--- config.mk ---
export PLATFORM = sky130hd
export DESIGN_NAME = wreset_ram
export DESIGN_NICKNAME = d
export VERILOG_FILES = /design/src/rtl/wreset_ram.sv
export SDC_FILE = /design/constraint.sdc
export NUM_CORES = 1
export LEC_CHECK = 0
export ABC_AREA = 0
export BUFFER_PORTS_ARGS = -buffer_cell sky130_fd_sc_hd__buf_2
export CAP_MARGIN = 20
export CORE_UTILIZATION = 50
export CTS_BUF_LIST = sky130_fd_sc_hd__clkbuf_8 sky130_fd_sc_hd__clkbuf_16
export CTS_CLUSTER_SIZE = 16
export DETAILED_ROUTE_END_ITERATION = 7
export PLACE_DENSITY = 0.69
export RECOVER_POWER = 25
export SYNTH_ARGS = -nofsm -noshare
export SYNTH_HDL_FRONTEND = slang
export SYNTH_SLANG_ARGS = --single-unit
--- constraint.sdc ---
create_clock -name clk -period 4.18 [get_ports clk]
set_input_delay 1.045 -clock clk [delete_from_list [all_inputs] [get_ports clk]]
set_output_delay 1.045 -clock clk [all_outputs]
set_load 0.01 [all_outputs]
--- src/rtl/wreset_ram.sv ---
module wreset_ram #(
  parameter int WORDS = 6,
  parameter int DW    = 8,
  parameter int AW    = 3
) (
  input  logic          clk,
  input  logic          rst_n,
  input  logic          load,
  input  logic [DW-1:0] wdata,
  input  logic [AW-1:0] raddr,
  input  logic          ren,
  output logic [DW-1:0] rdata
);
  localparam logic [AW-1:0] LAST = AW'(WORDS - 1);
  localparam logic [AW-1:0] NW   = AW'(WORDS);

  logic [DW-1:0]    cells [WORDS];
  logic [WORDS-1:0] blank;
  logic [AW-1:0]    wptr;
  logic             hit;

  assign hit = (raddr < NW) && !blank[raddr];

  always_ff @(posedge clk)
    if (rst_n && load) cells[wptr] <= wdata;

  always_ff @(posedge clk or negedge rst_n)
    if (!rst_n) begin
      blank <= '1;
      wptr  <= '0;
      rdata <= '0;
    end else begin
      if (load) begin
        blank[wptr] <= 1'b0;
        wptr        <= (wptr == LAST) ? '0 : wptr + 1'b1;
      end
      if (ren) rdata <= hit ? cells[raddr] : '0;
    end


  p_ptr_in_range_r3: assert property (@(posedge clk) disable iff (!rst_n)
    wptr < NW);
  p_ptr_wrap_r3: assert property (@(posedge clk) disable iff (!rst_n)
    (load && wptr == LAST) |=> wptr == '0);

  p_ptr_step_r2: assert property (@(posedge clk) disable iff (!rst_n)
    (load && wptr != LAST) |=> wptr == $past(wptr) + 1'b1);

  p_blank_only_falls_r5: assert property (@(posedge clk) disable iff (!rst_n)
    1'b1 |=> (blank & ~$past(blank)) == '0);
  p_blank_reads_zero_r5: assert property (@(posedge clk) disable iff (!rst_n)
    (ren && raddr < NW && blank[raddr]) |=> rdata == '0);

  p_oob_zero_r7: assert property (@(posedge clk) disable iff (!rst_n)
    (ren && raddr >= NW) |=> rdata == '0);

  p_hold_r6: assert property (@(posedge clk) disable iff (!rst_n)
    !ren |=> $stable(rdata));
endmodule

; Yosys cells after proc, flatten, opt, wreduce, memory -nomap -nowiden
; Memory sizes are Yosys's and may differ from the RTL's.
; Index checks and enable logic that the tools add are counted.
[word_totals]
memories = 1
ramBits = 48
input_bits = 15
reg_bits = 17
out_inout_bits = 8
word_cells = 24
[memory_table]
columns = memory, depth, word_bits, read_ports, rd_ports_with_merged_regs, write_ports, line
row1 = cells, 6, 8, 1, 0, 1, 17  ; logic [DW-1:0] cells [WORDS];
[op_classes]
n_reduce_logical = 4
bitwise = 2
add_sub_neg = 1
n_eq_ne = 1
order_cmp = 4
muxes = 8
[ops]
columns = operator, n
row1 = $lt A3 B4 Y1 const B, 2
row2 = $mux W8, 1
row3 = $and A6 B6 Y6, 1
row4 = $not A6 Y6, 1
row5 = $mux W1, 4
row6 = $add A3 B1 Y3 const B, 1
row7 = $bmux W1 S3, 1
row8 = $demux W1 S3, 1
row9 = $eq A3 B3 Y1 const B, 1
row10 = $ge A3 B1 Y1 const B, 1
row11 = $logic_and A1 B1 Y1, 3
row12 = $lt A3 B3 Y1 const B, 1
row13 = $mux W3, 1
row14 = $logic_not A1 Y1, 1

; Logic depth before layout (Yosys ltp)
[depth]
ltp_word = 6
mapped_depth = 6
ltp_nobuf = 4

; Worst setup path before layout
; No wires, ideal clock.
[synth_path]
path_kind = input port to flip-flop
from = input load
to = memory cells[4][0] (enable)
arrival_ns = 2.071
n_path_buf = 0
t_required_ns = 3.795
setup_slack_ns = 1.724
setup_ns = 0.385
path_stages = 3
cell_sequence = nor2b_1 nand2_1 nor3b_1
[synth_via]
elab_chain_len = 3
[synth_lines]
columns = element, line
row1 = "start, declared", 8  ; input logic load,
row2 = $logic_and A1 B1 Y1, 25  ; if (rst_n && load) cells[wptr] <= wdata;
row3 = $mux W1, 25
row4 = $mux W1 (not written as such), 25
row5 = "end, declared", 17
; Every way passes these cells.

; Worst setup path in the final report
[layout_path]
from = input rst_n
to = memory cells[4][7] (enable)
[layout_via]
elab_chain_len = 3
[layout_lines]
columns = element, line
row1 = "start, declared", 7  ; input logic rst_n,
row2 = $logic_and A1 B1 Y1, 25
row3 = $mux W1, 25
row4 = $mux W1 (not written as such), 25
; Every way passes these cells.

==> results.tsv <==
stage	metric	value	unit
status	outcome	finished, final reports clean	
clock_network	cts_sinks	65	
clock_network	clk_path_buf_depth	2	
timing	setup_viol	0	
yosys	synth.distinct_cells	29	
clock_network	post-cts-setup-buffers	0	
worst_setup_path	path_class	in -> reg	
detailed_routing	drtIter0Drc	127	
detailed_routing	drcViolationCount	0	
clock_network	htreeDepth	3	
floorplan	dieArea	5500	um2
timing	tightestPinTransition	0.954	ns
detailed_routing	vias	1301	
floorplan	die_width	74.2	um
timing	rsz0062_at_grt	false	
yosys	synth_ff_type	edfxtp_1	
finish	fin_util	0.607	
finish	regArea	1870	um2
floorplan	io_pins	23	
detailed_routing	drtAntennaViolNets	0	
timing	final.setup.worst_slack	1.41	ns
clock_network	ctsResizeCount	0	
global_route	grtUsageMet3	0.0678	
detailed_routing	wire_per_inst	18.2	um
timing	max_freq	362	MHz
global_route	grt_pass1_vias	1336	
job	maxCapViolations	0	
yosys	ys_seq_area_frac	0.720	
pwr	power.total	1560	uW
worst_setup_path	critPathLaunchType	primary input	
global_route	use_met1	0.227	
finish	multi_input_area	663	um2
global_route	grt_use_met2	0.295	
global_route	top_usage_layer	met2	
finish	nets	184	
timing	slew_headroom	0.364	
clock_network	clkTransAtPathRegs	0.06	ns
finish	fillCellCount	383	
timing	hold_viol	0	
yosys	synth_top_cell_by_area	edfxtp_1	
yosys	synth_nets	154	
timing	skew	0.00367	ns
floorplan	coreArea	4880	um2
global_route	grt_pass1_wl	6.86	mm
floorplan	die-height	74.2	um
timing	finalCritPeriodShare	0.662	
global_route	grt_use_total	0.188	
yosys	synth_edf_count	48	
yosys	synth_top_area_share	0.554	
yosys	async_reset_ff_frac	0.262	
pwr	power.static_leakage	0.00111	uW
placement	pre_cts_ws	1.46	ns
worst_setup_path	crit_required	4.23	ns
yosys	synth_warnings	0	
yosys	yosys-top-cells-area	edfxtp_1 (55%), dfrtp_1 (11%), mux4_2 (6.9%)	
floorplan	initial_core_util	0.534	
timing	finalMaxSlewViolations	0	
worst_hold_path	hp-class	reg -> reg	
detailed_routing	via_per_inst	5.42	
placement	io_buffers	22	
finish	antenna_cells	0	
pwr	p_per_area	526	nW/um2
clock_network	hold_buffers	0	
clock_network	clk_latency	0.33	ns
placement	hpwlAfterDp	2.84	mm
global_route	antenna_found_initial	0	
floorplan	rows	25	
yosys	yosysMostFrequentCell	edfxtp_1	
clock_network	root_buffer	clkbuf_8	
worst_setup_path	critPathMaxFanout	19	
detailed_routing	drt_wl_total	4.37	mm
placement	gp_congestion	0.776	
timing	tns	0	ns
global_route	grt_max_degree	20	
global_route	grt_overflow	0	
timing	period_needed	2.77	ns
finish	synthToLayoutAreaGrowth	13.8	%
worst_setup_path	cp-end-kind	flip-flop	
finish	drive_gt1_frac	0.353	
worst_setup_path	cp.arrival	2.81	ns
clock_network	numCtsBuffers	9	
pwr	peakVddDrop	0.243	mV
yosys	avgSynthCellArea	18.7	um2
yosys	synth_seq_cells	65	
yosys	synth_area	2600	um2
yosys	synthTopCellsByCount	edfxtp_1 (48), dfrtp_1 (11)	
clock_network	cts_tree	done	
detailed_routing	firstDrtPassIters	4	
yosys	syn_inst	139	
timing	hold_slack	0.446	ns
[sequential cells by signal, indices dropped and copies added (netlist names)]
| signal | count |
|---|---|
| wptr | 3 |
| cells | 48 |
| rdata | 8 |
| blank | 6 |
[placed cells by master (no fill, tap or decap)]
master / instances
edfxtp_1: 48
buf_2: 16
dfrtp_1: 11
clkbuf_8: 9
mux2_4: 8
mux2_2: 8
mux4_2: 8
a22o_1: 8
dfstp_2: 6
clkbuf_1: 6
inv_1: 5
nor2_1: 4
clkinv_1: 4
nor3_1: 3
nor2b_1: 3
nand2_1: 3
a31oi_1: 3
buf_4: 3
nor3b_1: 2
mux2i_1: 2
nand4b_1: 2
a21o_1: 2
bufinv_16: 2
nand3_1: 1
nand2b_1: 1
mux2_1: 1
or4_1: 1
nand3_2: 1
a21boi_0: 1
xor2_1: 1
[per-stage QoR]
step / area [um2] / cells
after global placement: 2770 / 225
after detailed placement: 2770 / 225
final: 2960 / 240
after floorplan: 2600 / 139
after global routing: 2960 / 240
after CTS: 2970 / 240
[worst paths after layout]
path	start	cells past startpoint	slack, ns	endpoint
worst min-delay path	blank[2]	2	0.45	blank[2]
worst max register to register	wptr[1]	4	2.24	cells[4][7]
max in group asynchronous	rst_n	1	2.76	rdata[7]
worst max-delay path	rst_n	4	1.41	cells[4][7]
worst min register to register	blank[2]	2	0.45	blank[2]
min in group asynchronous	rst_n	1	0.84	wptr[0]
[power by group]
group          switching [uW]  internal (uW)  total (uW)
Clock                     218            324         543
Sequential               52.0            778         830
Combinational             100           87.1         187
Total                     371           1190        1560
[routing by layer]
| layer | vias up | wire length [um] |
|---|---|---|
| met2 | 32 | 2250 |
| li1 | 605 | - |
| met1 | 660 | 1870 |
| met4 | 0 | 44 |
| met3 | 4 | 202 |
| met5 | - | 0 |
[critical path, cell delays in order]
cell	delay, ns
clkbuf_1	0.69
nand2_1	0.24
nor3b_1	0.58
buf_4	0.25
[kinds of logic (layout without fill, tap and decap cells)]
logic type                after synthesis  count (layout)  share of synthesized area
xor gates and xnor gates                1               1                    0.00336
and+or+nand+nor                        21              21                     0.0466
buffers and inverters                  11              45                     0.0255
DFF                                    65              65                      0.720
AOI/OAI and AO/OA                      14              14                     0.0428
muxes                                  27              27                      0.162
[area by class of cell]
class                           instances  area share
Tap cell                               67      0.0283
Timing Repair Buffer                   25      0.0422
Sequential cell                        65       0.632
Clock buffer                            9      0.0418
Inverter                                5     0.00633
Multi-Input combinational cell         63       0.224
Clock inverter                          6      0.0253
Note: power is estimated with default switching activity, not from simulation.
